File: src/rtl/pcm_pkg.sv
package pcm_pkg;
   // Default system clock is 100 MHz and switching period 40 us.
   localparam int unsigned DEF_PERIOD_CLKS = 4000;
   localparam int unsigned DEF_CNT_W       = 16;
   localparam int unsigned NUM_SIDES       = 2;

   // Index of each counter in the counter pair.
   typedef enum logic {
      SIDE_ON  = 1'b0,
      SIDE_OFF = 1'b1
   } side_e;
endpackage

File: src/rtl/pcm_period_timer.sv
module pcm_period_timer #(
   parameter int unsigned PERIOD_CLKS = pcm_pkg::DEF_PERIOD_CLKS
) (
   input  logic clk_i,
   input  logic rst_i,
   output logic tick_o,      // last cycle of the period
   output logic pre_tick_o   // cycle before the last one
);
   localparam int unsigned TW = (PERIOD_CLKS > 2) ? $clog2(PERIOD_CLKS) : 2;
   localparam logic [TW-1:0] LAST = TW'(PERIOD_CLKS - 1);
   localparam logic [TW-1:0] PRE  = TW'(PERIOD_CLKS - 2);

   generate
      if (PERIOD_CLKS < 3) begin : g_bad_period
         $error("pcm_period_timer: PERIOD_CLKS must be at least 3");
      end
   endgenerate

   logic [TW-1:0] tmr_q;

   always_ff @(posedge clk_i) begin
      if (rst_i)             tmr_q <= '0;
      else if (tmr_q == LAST) tmr_q <= '0;
      else                    tmr_q <= tmr_q + 1'b1;
   end

   assign tick_o     = (tmr_q == LAST);
   assign pre_tick_o = (tmr_q == PRE);

   // the count wraps to zero right after the terminal cycle
   a_r1_wrap_after_tick: assert property (@(posedge clk_i) disable iff (rst_i)
      tick_o |=> (tmr_q == '0));
   // the timer never leaves its range
   a_r1_in_range: assert property (@(posedge clk_i) disable iff (rst_i)
      tmr_q <= LAST);
endmodule

File: src/rtl/pcm_pulse_counter.sv
module pcm_pulse_counter #(
   parameter int unsigned CNT_W = pcm_pkg::DEF_CNT_W
) (
   input  logic             clk_i,
   input  logic             rst_i,
   input  logic             clr_i,   // restart at period start
   input  logic             inc_i,   // strobe routed to this side
   output logic [CNT_W-1:0] cnt_o,   // registered count
   output logic [CNT_W-1:0] adv_o    // count including this cycle's strobe
);
   localparam logic [CNT_W-1:0] CMAX = '1;

   generate
      if (CNT_W < 2) begin : g_bad_width
         $error("pcm_pulse_counter: CNT_W must be at least 2");
      end
   endgenerate

   logic [CNT_W-1:0] cnt_q;

   // saturating advance
   assign adv_o = (inc_i && (cnt_q != CMAX)) ? cnt_q + 1'b1 : cnt_q;

   always_ff @(posedge clk_i) begin
      if (rst_i || clr_i) cnt_q <= '0;
      else                cnt_q <= adv_o;
   end

   assign cnt_o = cnt_q;

   // a clear empties the counter
   a_r7_clear_empties: assert property (@(posedge clk_i) disable iff (rst_i)
      clr_i |=> (cnt_q == '0));
   // without a clear the counter never goes down (no wrap)
   a_r9_no_wrap: assert property (@(posedge clk_i) disable iff (rst_i)
      !clr_i |=> (cnt_q >= $past(cnt_q)));
endmodule

File: src/rtl/pcm_sat_adder.sv
module pcm_sat_adder #(
   parameter int unsigned CNT_W = pcm_pkg::DEF_CNT_W
) (
   input  logic [CNT_W-1:0] a_i,
   input  logic [CNT_W-1:0] b_i,
   output logic [CNT_W-1:0] sum_o
);
   logic [CNT_W:0] full;

   assign full  = {1'b0, a_i} + {1'b0, b_i};
   assign sum_o = full[CNT_W] ? {CNT_W{1'b1}} : full[CNT_W-1:0];

   // the sum is never smaller than either operand
   always_comb begin
      a_r9_sum_no_wrap: assert ((sum_o >= a_i) && (sum_o >= b_i));
   end
endmodule

File: src/rtl/pcm_switch_latch.sv
module pcm_switch_latch #(
   parameter int unsigned CNT_W = pcm_pkg::DEF_CNT_W
) (
   input  logic             clk_i,
   input  logic             rst_i,
   input  logic             tick_i,      // period start: set
   input  logic             pre_tick_i,  // force off for the last cycle
   input  logic [CNT_W-1:0] sum_i,       // registered counter sum
   input  logic [CNT_W-1:0] ref_i,
   output logic             sw_o
);
   logic set_q;
   logic reached;

   assign reached = (sum_i >= ref_i);
   // release takes effect in the same cycle the compare becomes true
   assign sw_o    = set_q && !reached;

   always_ff @(posedge clk_i) begin
      if (rst_i)                   set_q <= 1'b0;
      else if (tick_i)             set_q <= (ref_i != '0);
      else if (!sw_o || pre_tick_i) set_q <= 1'b0;
   end

   // the switch only turns on straight after a period start
   a_r2_rise_after_tick: assert property (@(posedge clk_i) disable iff (rst_i)
      $rose(sw_o) |-> $past(tick_i));
   // once released the switch stays off until the next period start
   a_r4_hold_off: assert property (@(posedge clk_i) disable iff (rst_i)
      (!sw_o && !tick_i) |=> !sw_o);
   // the last cycle of the period is always off
   a_r6_off_at_tick: assert property (@(posedge clk_i) disable iff (rst_i)
      tick_i |-> !sw_o);
   // a zero reference at the period start keeps the switch off
   a_r5_zero_ref: assert property (@(posedge clk_i) disable iff (rst_i)
      (tick_i && (ref_i == '0)) |=> !sw_o);
endmodule

File: src/rtl/pcm_current_modulator.sv
module pcm_current_modulator #(
   parameter int unsigned PERIOD_CLKS = pcm_pkg::DEF_PERIOD_CLKS,
   parameter int unsigned CNT_W       = pcm_pkg::DEF_CNT_W
) (
   input  logic             clk_i,
   input  logic             rst_i,
   input  logic             vco_strobe_i,
   input  logic [CNT_W-1:0] iref_i,
   output logic             sw_o,
   output logic             cyc_start_o,
   output logic [CNT_W-1:0] avg_o,
   output logic             avg_valid_o
);
   import pcm_pkg::*;

   logic             tick;
   logic             pre_tick;
   logic             sw;
   logic [CNT_W-1:0] cnt [NUM_SIDES];
   logic [CNT_W-1:0] adv [NUM_SIDES];
   logic [CNT_W-1:0] sum_now;
   logic [CNT_W-1:0] sum_adv;
   logic [CNT_W-1:0] avg_q;
   logic             vld_q;

   pcm_period_timer #(.PERIOD_CLKS(PERIOD_CLKS)) u_timer (
      .clk_i      (clk_i),
      .rst_i      (rst_i),
      .tick_o     (tick),
      .pre_tick_o (pre_tick)
   );

   // one counter per switch state, both fed from the same strobe
   for (genvar g = 0; g < NUM_SIDES; g++) begin : g_side
      logic route;
      if (g == int'(SIDE_ON)) begin : g_on
         assign route = vco_strobe_i && sw;
      end else begin : g_off
         assign route = vco_strobe_i && !sw;
      end
      pcm_pulse_counter #(.CNT_W(CNT_W)) u_cnt (
         .clk_i (clk_i),
         .rst_i (rst_i),
         .clr_i (tick),
         .inc_i (route),
         .cnt_o (cnt[g]),
         .adv_o (adv[g])
      );
   end

   pcm_sat_adder #(.CNT_W(CNT_W)) u_sum_now (
      .a_i   (cnt[SIDE_ON]),
      .b_i   (cnt[SIDE_OFF]),
      .sum_o (sum_now)
   );

   pcm_sat_adder #(.CNT_W(CNT_W)) u_sum_adv (
      .a_i   (adv[SIDE_ON]),
      .b_i   (adv[SIDE_OFF]),
      .sum_o (sum_adv)
   );

   pcm_switch_latch #(.CNT_W(CNT_W)) u_latch (
      .clk_i      (clk_i),
      .rst_i      (rst_i),
      .tick_i     (tick),
      .pre_tick_i (pre_tick),
      .sum_i      (sum_now),
      .ref_i      (iref_i),
      .sw_o       (sw)
   );

   // capture the period total, including the strobe of the final cycle
   always_ff @(posedge clk_i) begin
      if (rst_i) begin
         avg_q <= '0;
         vld_q <= 1'b0;
      end else begin
         vld_q <= tick;
         if (tick) avg_q <= sum_adv;
      end
   end

   assign sw_o        = sw;
   assign cyc_start_o = tick;
   assign avg_o       = avg_q;
   assign avg_valid_o = vld_q;

   // the on-side counter is frozen while the switch is off
   a_r3_on_frozen: assert property (@(posedge clk_i) disable iff (rst_i)
      (!sw && !tick) |=> (cnt[SIDE_ON] == $past(cnt[SIDE_ON])));
   // the off-side counter is frozen while the switch is on
   a_r3_off_frozen: assert property (@(posedge clk_i) disable iff (rst_i)
      (sw && !tick) |=> (cnt[SIDE_OFF] == $past(cnt[SIDE_OFF])));
   // the valid flag follows a period start
   a_r8_valid_after_tick: assert property (@(posedge clk_i) disable iff (rst_i)
      avg_valid_o |-> $past(tick));
   // the captured total holds between captures
   a_r8_avg_stable: assert property (@(posedge clk_i) disable iff (rst_i)
      !tick |=> $stable(avg_o));
   // the cycle after a reset shows the switch off and the total cleared
   a_r10_reset_state: assert property (@(posedge clk_i)
      $past(rst_i) |-> (!sw_o && (avg_o == '0) && !avg_valid_o));
endmodule

File: config.mk
export PLATFORM = sky130hd
export DESIGN_NAME = pcm_current_modulator
export DESIGN_NICKNAME = d
export VERILOG_FILES = /design/src/rtl/pcm_pkg.sv /design/src/rtl/pcm_period_timer.sv /design/src/rtl/pcm_pulse_counter.sv /design/src/rtl/pcm_sat_adder.sv /design/src/rtl/pcm_switch_latch.sv /design/src/rtl/pcm_current_modulator.sv
export SDC_FILE = /design/constraint.sdc
export NUM_CORES = 1
export LEC_CHECK = 0
export BUFFER_PORTS_ARGS = -buffer_cell sky130_fd_sc_hd__clkbuf_2
export CAP_MARGIN = 20
export CELL_PAD_IN_SITES_DETAIL_PLACEMENT = 1
export CELL_PAD_IN_SITES_GLOBAL_PLACEMENT = 1
export CORE_MARGIN = 1
export CORE_UTILIZATION = 47
export DETAILED_ROUTE_END_ITERATION = 16
export PLACE_DENSITY_LB_ADDON = 0.1
export SLEW_MARGIN = 25
export SYNTH_ARGS = -nofsm -noshare
export SYNTH_HDL_FRONTEND = slang
export SYNTH_HIERARCHICAL = 1
export SYNTH_SLANG_ARGS = --single-unit
File: constraint.sdc
create_clock -name clk_i -period 6.8 [get_ports clk_i]
set_input_delay 0.68 -clock clk_i [delete_from_list [all_inputs] [get_ports clk_i]]
set_output_delay 0.68 -clock clk_i [all_outputs]
set_load 0.01 [all_outputs]
* Yosys cells after proc, flatten, opt, wreduce, memory -nomap -nowiden
Cells that the tools add are included.
Storage, ports and cells: logic and storage cells 34, flip-flop bits (word level) 62, output and inout bits 19
Operators by class: add/subtract/negate cells 5, multiplexer cells 6, eq/ne operators 4, reduce and logical (&&, ||, !) cells 12, $lt $le $gt $ge 1
Operator list (count):
- 16-bit two-way mux | 4
- 16-bit by 16-bit adder with 17-bit output | 2
- 16-bit by 1-bit adder with 16-bit output, second input constant | 2
- 16-bit inequality test, second input constant | 2
- 12-bit == test, second input constant | 2
- 16-bit greater-or-equal comparator | 1
- 16-bit nonzero test | 1
- 12-bit by 1-bit adder with 12-bit output, second input constant | 1
- 1-bit logical AND | 5
- 1-bit zero test | 2
- 1-bit logical OR | 2
- 1-bit two-way mux | 2
- 2-bit nonzero test | 1
- 2-bit OR reduction | 1

* Depth between registers and ports, before layout
Gate-level depths: netlist of run 1.
word-level depth 11, mapped depth 29, depth with buffers taken out 28

* Hierarchy
Netlist of run 1, hierarchy kept.
Modules (own cells, without submodules):
- pcm_pulse_counter | cells an instance 104, area an instance 893.4 µm², times used 2
- pcm_sat_adder | cells an instance 102, area an instance 833.3 µm², times used 2
- pcm_current_modulator | cells an instance 56, area an instance 620.6 µm², times used 1
- pcm_period_timer | cells an instance 65, area an instance 593.1 µm², times used 1
- pcm_switch_latch | cells an instance 64, area an instance 514.2 µm², times used 1

* Worst setup path after synthesis of run 1
OpenSTA, ideal clock, no wires.
path type register -> register, start register g_side[0].u_cnt.cnt_q[0], end register avg_q[7], in the netlist avg_o[7], cell stages (with the launch flop) 30, setup slack 571 ps, path buffers 2, arrival 6112 ps, cells stage by stage dfxtp_1 ha_1 fa_1 a211oi_1 o21ai_2 o2111ai_2 a31oi_2 a21oi_4 buf_8 nand2_2 ha_1 a41o_1 a21oi_1 o2bb2ai_1 nor3_1 and2_1 and4_1 nand4_2 nor3b_1 xor2_1 ha_1 a21o_1 a21o_1 a21oi_1 a31oi_2 a21oi_4 buf_8 nand2_2 mux2i_1 nor2_1
RTL lines:
- start, declared | RTL line pcm_pulse_counter.sv:19 | logic [CNT_W-1:0] cnt_q;
- start signal, assigned | RTL line pcm_pulse_counter.sv:26 | else cnt_q <= adv_o;
- end signal, assigned | RTL line pcm_current_modulator.sv:80 | if (tick) avg_q <= sum_adv;
- end, declared | RTL line pcm_current_modulator.sv:23 | logic [CNT_W-1:0] avg_q;

==> results.yml, run 1 <==
synth:
  synth_area_sq_um: 5180
  synth_cells: 597
  yosys_warnings: 6
  ys_top_cells_by_area: "dfxtp_1 24%, ha_1 13%, nor2_1 3.7%, a21oi_1 3.7%, mux2i_1 3.5%"
  syn-num-nets: 670
  ys.flop_type: "dfxtp_1"
  synth_top_area_share_pct: 24.0
  yosysMostFrequentCell: "dfxtp_1"
  avgSynthCellArea_sq_um: 8.68
  ys_types: 70
  seq_area_frac_synth_pct: 24.0
  yosysTopAreaCell: "dfxtp_1"
  synth_seq_cells: 62
  postSynth.asyncResetShare_pct: 0
  synth_edf_count: 0
  ys_top_cells_by_count: "62 x dfxtp_1, 52 x ha_1, 51 x nor2_1"
sta:
  maxSlewViolCount: 0
  clock_skew_ps: 8.35
  timing.final.crit_share_pct: 95.1
  fin_crit_ps: 6470
  finalHoldViolCount: 0
  setup_viol: 0
  worstMarginPinSlew_ps: 669
  max_slew_margin_pct: 55.0
  max_freq_mhz: 155
critical_path:
  slowest_stage: "fa_1"
  critPathMostFrequentCell: "ha_1"
  r2r_start: "g_side[0].u_cnt/cnt_o[0]"
  cpLargestDelayFamily: "compound AO/OA/AOI/OAI gates"
  slowest_delay_ps: 460
  start_kind: "register"
  cp_max_fo: 5
  path_buf_inv: 1
  arrival_ps: 6680
  cp-end-kind: "register"
  critical_path_class: "register to register"
  cp-startpoint: "g_side[0].u_cnt/cnt_o[0]"
  worstPathRequired_ps: 7010
finish:
  drive_gt1_share_pct: 22.2
  fin_nets: 718
  final_cell_area_sq_um: 5810
  diodes: 0
  nFillCells: 1266
  area_delta_synth_final_pct: 12.2
clock_tree:
  hold_buffers: 0
  clock_tree.root_cell: "clkbuf_8"
  cts_tree: "done"
  clockBufferDepth: 2
  htree_levels: 3
  clock_sinks: 62
  clock_latency_ps: 340
  cts_buffers: 9
  clkTransAtPathRegs_ps: 70
drt:
  finalWirelength_um: 14000
  drtAntennaViolNets: 0
  vias: 4648
  wl_per_cell_um: 17.9
  drc_errors: 0
  viasPerCell: 5.91
  drt_iter0_drc: 100
  first_pass_iters: 4
global_route:
  grt_util_all_layers_pct: 25.2
  grt_pass1_wl_um: 22700
  grt_overflow_total: 0
  antenna_found_initial: 0
  grt_max_degree: 30
  grt_pass1_vias: 4794
pwr:
  p_sw_uw: 188
  p_leak_uw: 0.00270
  clockPowerShare_pct: 47.2
  power.internal_uw: 605
  power_frac_comb_pct: 6.2
  pwr-share-seq_pct: 46.7
  max-vdd-ir-drop_v: 0.000133
  p_sw_share_pct: 23.7
  power_uw: 792
  power_per_cell_area_nw_per_um2: 136
die:
  die_h_um: 107
  start_util_pct: 49.3
  die_w_um: 107
  rows: 37
  die-area_sq_um: 11400
  design.core.area_sq_um: 10500
  ios: 38
hold_path:
  min_path_type: "register to register"
  hold_start: "u_timer/tmr_q[0]"
placed_design:
  place.gp.congestion: 0.824
  place_hpwl_um: 11000
  post_dp_cell_area_sq_um: 5520
  portBuffers: 37
flow_run:
  drv_cap: 0
run_status:
  outcome: "finished clean"
-- placed cells by master, fill, tap and decap left out, types with 5 or more instances in the layout --
| cell type | instances |
|---|---|
| a31oi_1 | 12 |
| o21ai_0 | 24 |
| and2_1 | 16 |
| dfxtp_1 | 62 |
| nand2_2 | 20 |
| or3_2 | 6 |
| o31ai_1 | 13 |
| a21oi_1 | 38 |
| nand4_1 | 12 |
| clkbuf_8 | 10 |
| clkbuf_2 | 37 |
| and3_1 | 6 |
| a21o_1 | 11 |
| xor2_1 | 16 |
| nand2_1 | 34 |
| inv_1 | 29 |
| nor2_1 | 50 |
| o21a_1 | 8 |
| nand2b_1 | 6 |
| nor4_1 | 6 |
| nand3_1 | 11 |
| or3_1 | 6 |
| buf_4 | 10 |
| ha_1 | 52 |
| nor3_1 | 8 |
| mux2i_1 | 18 |
| a211oi_1 | 5 |
| xnor2_1 | 19 |
-- stage by stage --
stage               setup WS [ps]  hold WS (ps)  utilization (%)  std cells  setup TNS, ps
global placement              155           464             52.5        767              0
floorplan                     571           441                -        597              0
global route                -19.5           521             55.3        786          -48.4
CTS                          36.8           505             54.7        783              0
detailed placement          -32.2           485             52.5        767          -52.4
finish                        331           497             55.3        786              0
-- per-layer routing --
metal / part of all wire [%] / up-vias / GRT usage [%]
met4: 1.5 / 0 / 6.56
met5: 0 / - / 0
met3: 2.5 / 15 / 3.47
met1: 44 / 2260 / 29.4
li1: - / 2309 / -
met2: 52 / 64 / 47.6
-- worst register-to-register path, delay by kind of cell, from the launching register on --
family | cells | cell delay (ps)
AOI/OAI and AO/OA | 10 | 2180
and+or+nand+nor | 10 | 1790
muxes | 2 | 510
DFF | 1 | 350
adders and majority gates | 4 | 1360
buffers and inverters | 1 | 160
-- area by class of cell --
cell class / count / area [sq um] / share of cell area, %
clock buffers: 11 / 141 / 2.43
clock inverters: 5 / 81.3 / 1.40
well taps: 136 / 170 / 2.93
flip-flops and latches: 62 / 1240 / 21.4
repair buffers: 48 / 280 / 4.82
inverters: 29 / 109 / 1.87
multi-input cells: 495 / 3790 / 65.2
-- sequential cells by signal, summed over array words and instances, names as in the netlist --
register,cells
avg_valid_o,1
u_timer/tmr_q,12
g_side.u_cnt/cnt_o,32
u_latch/set_q,1
avg_o,16
-- final timing paths --
kind / cells after the start / slack (ps) / to
worst max-delay path: 27 / 330 / avg_o[15]
worst min-delay path: 1 / 500 / u_timer/tmr_q[0]
worst max register to register: 27 / 330 / avg_o[15]
worst min register to register: 1 / 500 / u_timer/tmr_q[0]
-- power groups by stage --
stage	logic, uW	registers [uW]	clock network [uW]
after global placement	45.8	378	0
after floorplan	31.9	376	0
after CTS	48.9	370	384
after detailed placement	48.4	378	0
after global routing	54.1	370	398
final	48.8	370	374
-- logic make-up after synthesis --
| kind of cell | after synthesis | synth area share, % |
|---|---|---|
| buffers and inverters | 40 | 3.86 |
| DFF | 62 | 24.0 |
| adders and majority gates | 54 | 13.3 |
| xor gates and xnor gates | 35 | 5.92 |
| muxes | 22 | 4.35 |
| AOI/OAI and AO/OA | 154 | 22.7 |
| and+or+nand+nor | 230 | 25.8 |
-- what timing repair did --
item / in CTS / in global routing
setup endpoints to repair: 10 / 16
setup buffers: 0 / 3
pin swaps: 0 / 3
gates resized for setup: 2 / 10
(Power assumes the default switching activity.)
==> run 2: changes to the inputs <==
CELL_PAD_IN_SITES_DETAIL_PLACEMENT = unset   (was 1)
CELL_PAD_IN_SITES_GLOBAL_PLACEMENT = unset   (was 1)
CORE_UTILIZATION = 62   (was 47)
PLACE_DENSITY = 0.82   (was unset)
PLACE_DENSITY_LB_ADDON = unset   (was 0.1)
==> run 2 against run 1 <==
  * Worst hold slack worse by 7.6 ps
  * First-iteration DRC count rose to 2.8 times the previous value
  * Clock-buffer cell count did not move
  * Total power shrank 1.2%
  * Non-clock buffer count rose by 1
  * Sequential share of layout area increased by 0.097 points
  * Critical path type unchanged
  * Critical endpoint unchanged
==> results.yml, run 2 (synthesis results as in run 1) <==
drt:
  drtAntennaViolNets: 0
  wl_per_cell_um: 16.4
  viasPerCell: 6.31
  drc_errors: 0
  first_pass_iters: 5
  drt_iter0_drc: 282
  vias: 4744
  finalWirelength_um: 12400
finish:
  final_cell_area_sq_um: 5790
  final_common_cell: "dfxtp_1"
  fin_util_pct: 73.4
  fin_nets: 719
  final_cell_mix: "62 x dfxtp_1, 51 x ha_1, 50 x nor2_1"
  diodes: 0
  largest_reg_flops: 32
  area_delta_synth_final_pct: 11.7
  layoutNonFillerInstCount: 752
  drive_gt1_share_pct: 22.6
  nFillCells: 588
critical_path:
  worstPathRequired_ps: 7000
  r2r_start: "g_side[1].u_cnt/cnt_o[0]"
  arrival_ps: 6620
  cp_max_fo: 5
  rr_worst_depth: 27
  start_kind: "register"
  cp-end-kind: "register"
  r2r_end: "avg_o[15]"
  r2r_setup_slack_ps: 390
  critical_path_class: "register to register"
global_route:
  antenna_found_initial: 0
  grt_pass1_wl_um: 20100
  grt_util_all_layers_pct: 29.3
  grt_pass1_vias: 4509
  grt_max_degree: 30
  grt_overflow_total: 0
die:
  rows: 32
  die_w_um: 93.4
  die-area_sq_um: 8730
  start_util_pct: 65.7
  die_h_um: 93.4
  ios: 38
  design.core.area_sq_um: 7890
sta:
  max_freq_mhz: 156
  fin_crit_ps: 6410
  hold-worst-slack_ps: 490
  max_slew_margin_pct: 56.2
  timing.final.crit_share_pct: 94.3
  clock_skew_ps: 7.33
  maxSlewViolCount: 0
  rsz0062_at_grt: "no"
  worstMarginPinSlew_ps: 657
  tns_ps: 0
  setup_viol: 0
  finalHoldViolCount: 0
clock_tree:
  clock_tree.root_cell: "clkbuf_8"
  clockBufferDepth: 2
  hold_buffers: 0
  clkTransAtPathRegs_ps: 70
  cts_buffers: 9
  htree_levels: 3
  cts_tree: "done"
  clock_latency_ps: 340
  clock_sinks: 62
placed_design:
  place.gp.congestion: 0.880
  post_dp_cell_area_sq_um: 5470
  dp.cells: 733
  portBuffers: 37
  place_hpwl_um: 9430
hold_path:
  min_to: "u_timer/tmr_q[0]"
  min_path_type: "register to register"
  hold_start: "u_timer/tmr_q[0]"
  hold_depth: 1
flow_run:
  drv_cap: 0
run_status:
  outcome: "finished clean"
pwr:
  p_leak_uw: 0.00271
  power_per_cell_area_nw_per_um2: 135
  max-vdd-ir-drop_v: 0.000142
## run 2: cell types whose count changed in the layout (fill, tap and decap cells not counted), sizes merged
cell / change
buf: +1
clkinv: +1
clkinvlp: -1
inv: -1
## run 2: area by class of cell
| type | count | area, sq um | area share [%] |
|---|---|---|---|
| Clock buffer | 11 | 151 | 2.62 |
| Clock inverter | 4 | 70.1 | 1.21 |
| Timing Repair Buffer | 49 | 288 | 4.97 |
| Multi-Input combinational cell | 495 | 3800 | 65.7 |
| Sequential cell | 62 | 1240 | 21.4 |
| Tap cell | 102 | 128 | 2.21 |
| Inverter | 29 | 109 | 1.88 |
## run 2: what timing repair did
| item | in CTS | in global routing |
|---|---|---|
| pin swaps | 1 | 2 |
| setup buffers | 3 | 1 |
| gates resized for setup | 0 | 14 |
| setup endpoints to repair | 14 | 16 |
## run 2: worst max-delay path, cell delays in order (launching register included)
cell,delay [ps]
dfxtp_1,360
ha_1,230
fa_1,440
a211oi_2,280
o21ai_2,130
o2111ai_2,120
nand2_1,150
a2111oi_2,400
o31ai_1,130
ha_1,310
and4_1,250
nand2_1,120
a2111oi_4,360
nor3_2,130
nor2b_2,180
buf_4,150
nand4_1,200
nor3_1,290
mux2_2,380
ha_1,350
a21oi_1,140
o21ai_0,130
and2_1,210
o41ai_1,340
and3b_1,240
o21ai_1,70
mux2i_1,130
nor2_1,50
## run 2: worst max path at each step
stage               cells past startpoint   endpoint  slack, ps                     start
global route                           28   avg_o[6]         20  g_side[1].u_cnt/cnt_o[0]
global placement                       28  avg_o[14]        250  g_side[0].u_cnt/cnt_o[0]
finish                                 27  avg_o[15]        390  g_side[1].u_cnt/cnt_o[0]
CTS                                    28   avg_o[6]         70  g_side[0].u_cnt/cnt_o[0]
detailed placement                     29   avg_o[6]          5  g_side[0].u_cnt/cnt_o[0]
floorplan                              29   avg_o[7]        570  g_side[0].u_cnt/cnt_o[0]
## run 2: layer usage
| layer | part of all wire, % | GRT usage [%] | wire length [um] |
|---|---|---|---|
| met5 | 0 | 0 | 0 |
| met4 | 2.4 | 10.4 | 293 |
| met3 | 4.7 | 4.31 | 579 |
| met2 | 48 | 52.8 | 5950 |
| met1 | 45 | 35.2 | 5550 |
## run 2: power by group
part	total (uW)	internal [uW]	leakage [uW]	switching [uW]
clock network	365	223	0.000115	142
registers	370	366	0.000500	4.26
logic	48.1	21.6	0.00209	26.6
## run 2: per-stage QoR
stage,setup slack [ps],power [uW]
final,389,783
after detailed placement,4.90,425
after floorplan,571,408
after global routing,22.1,811
after CTS,66.0,788
after global placement,249,423
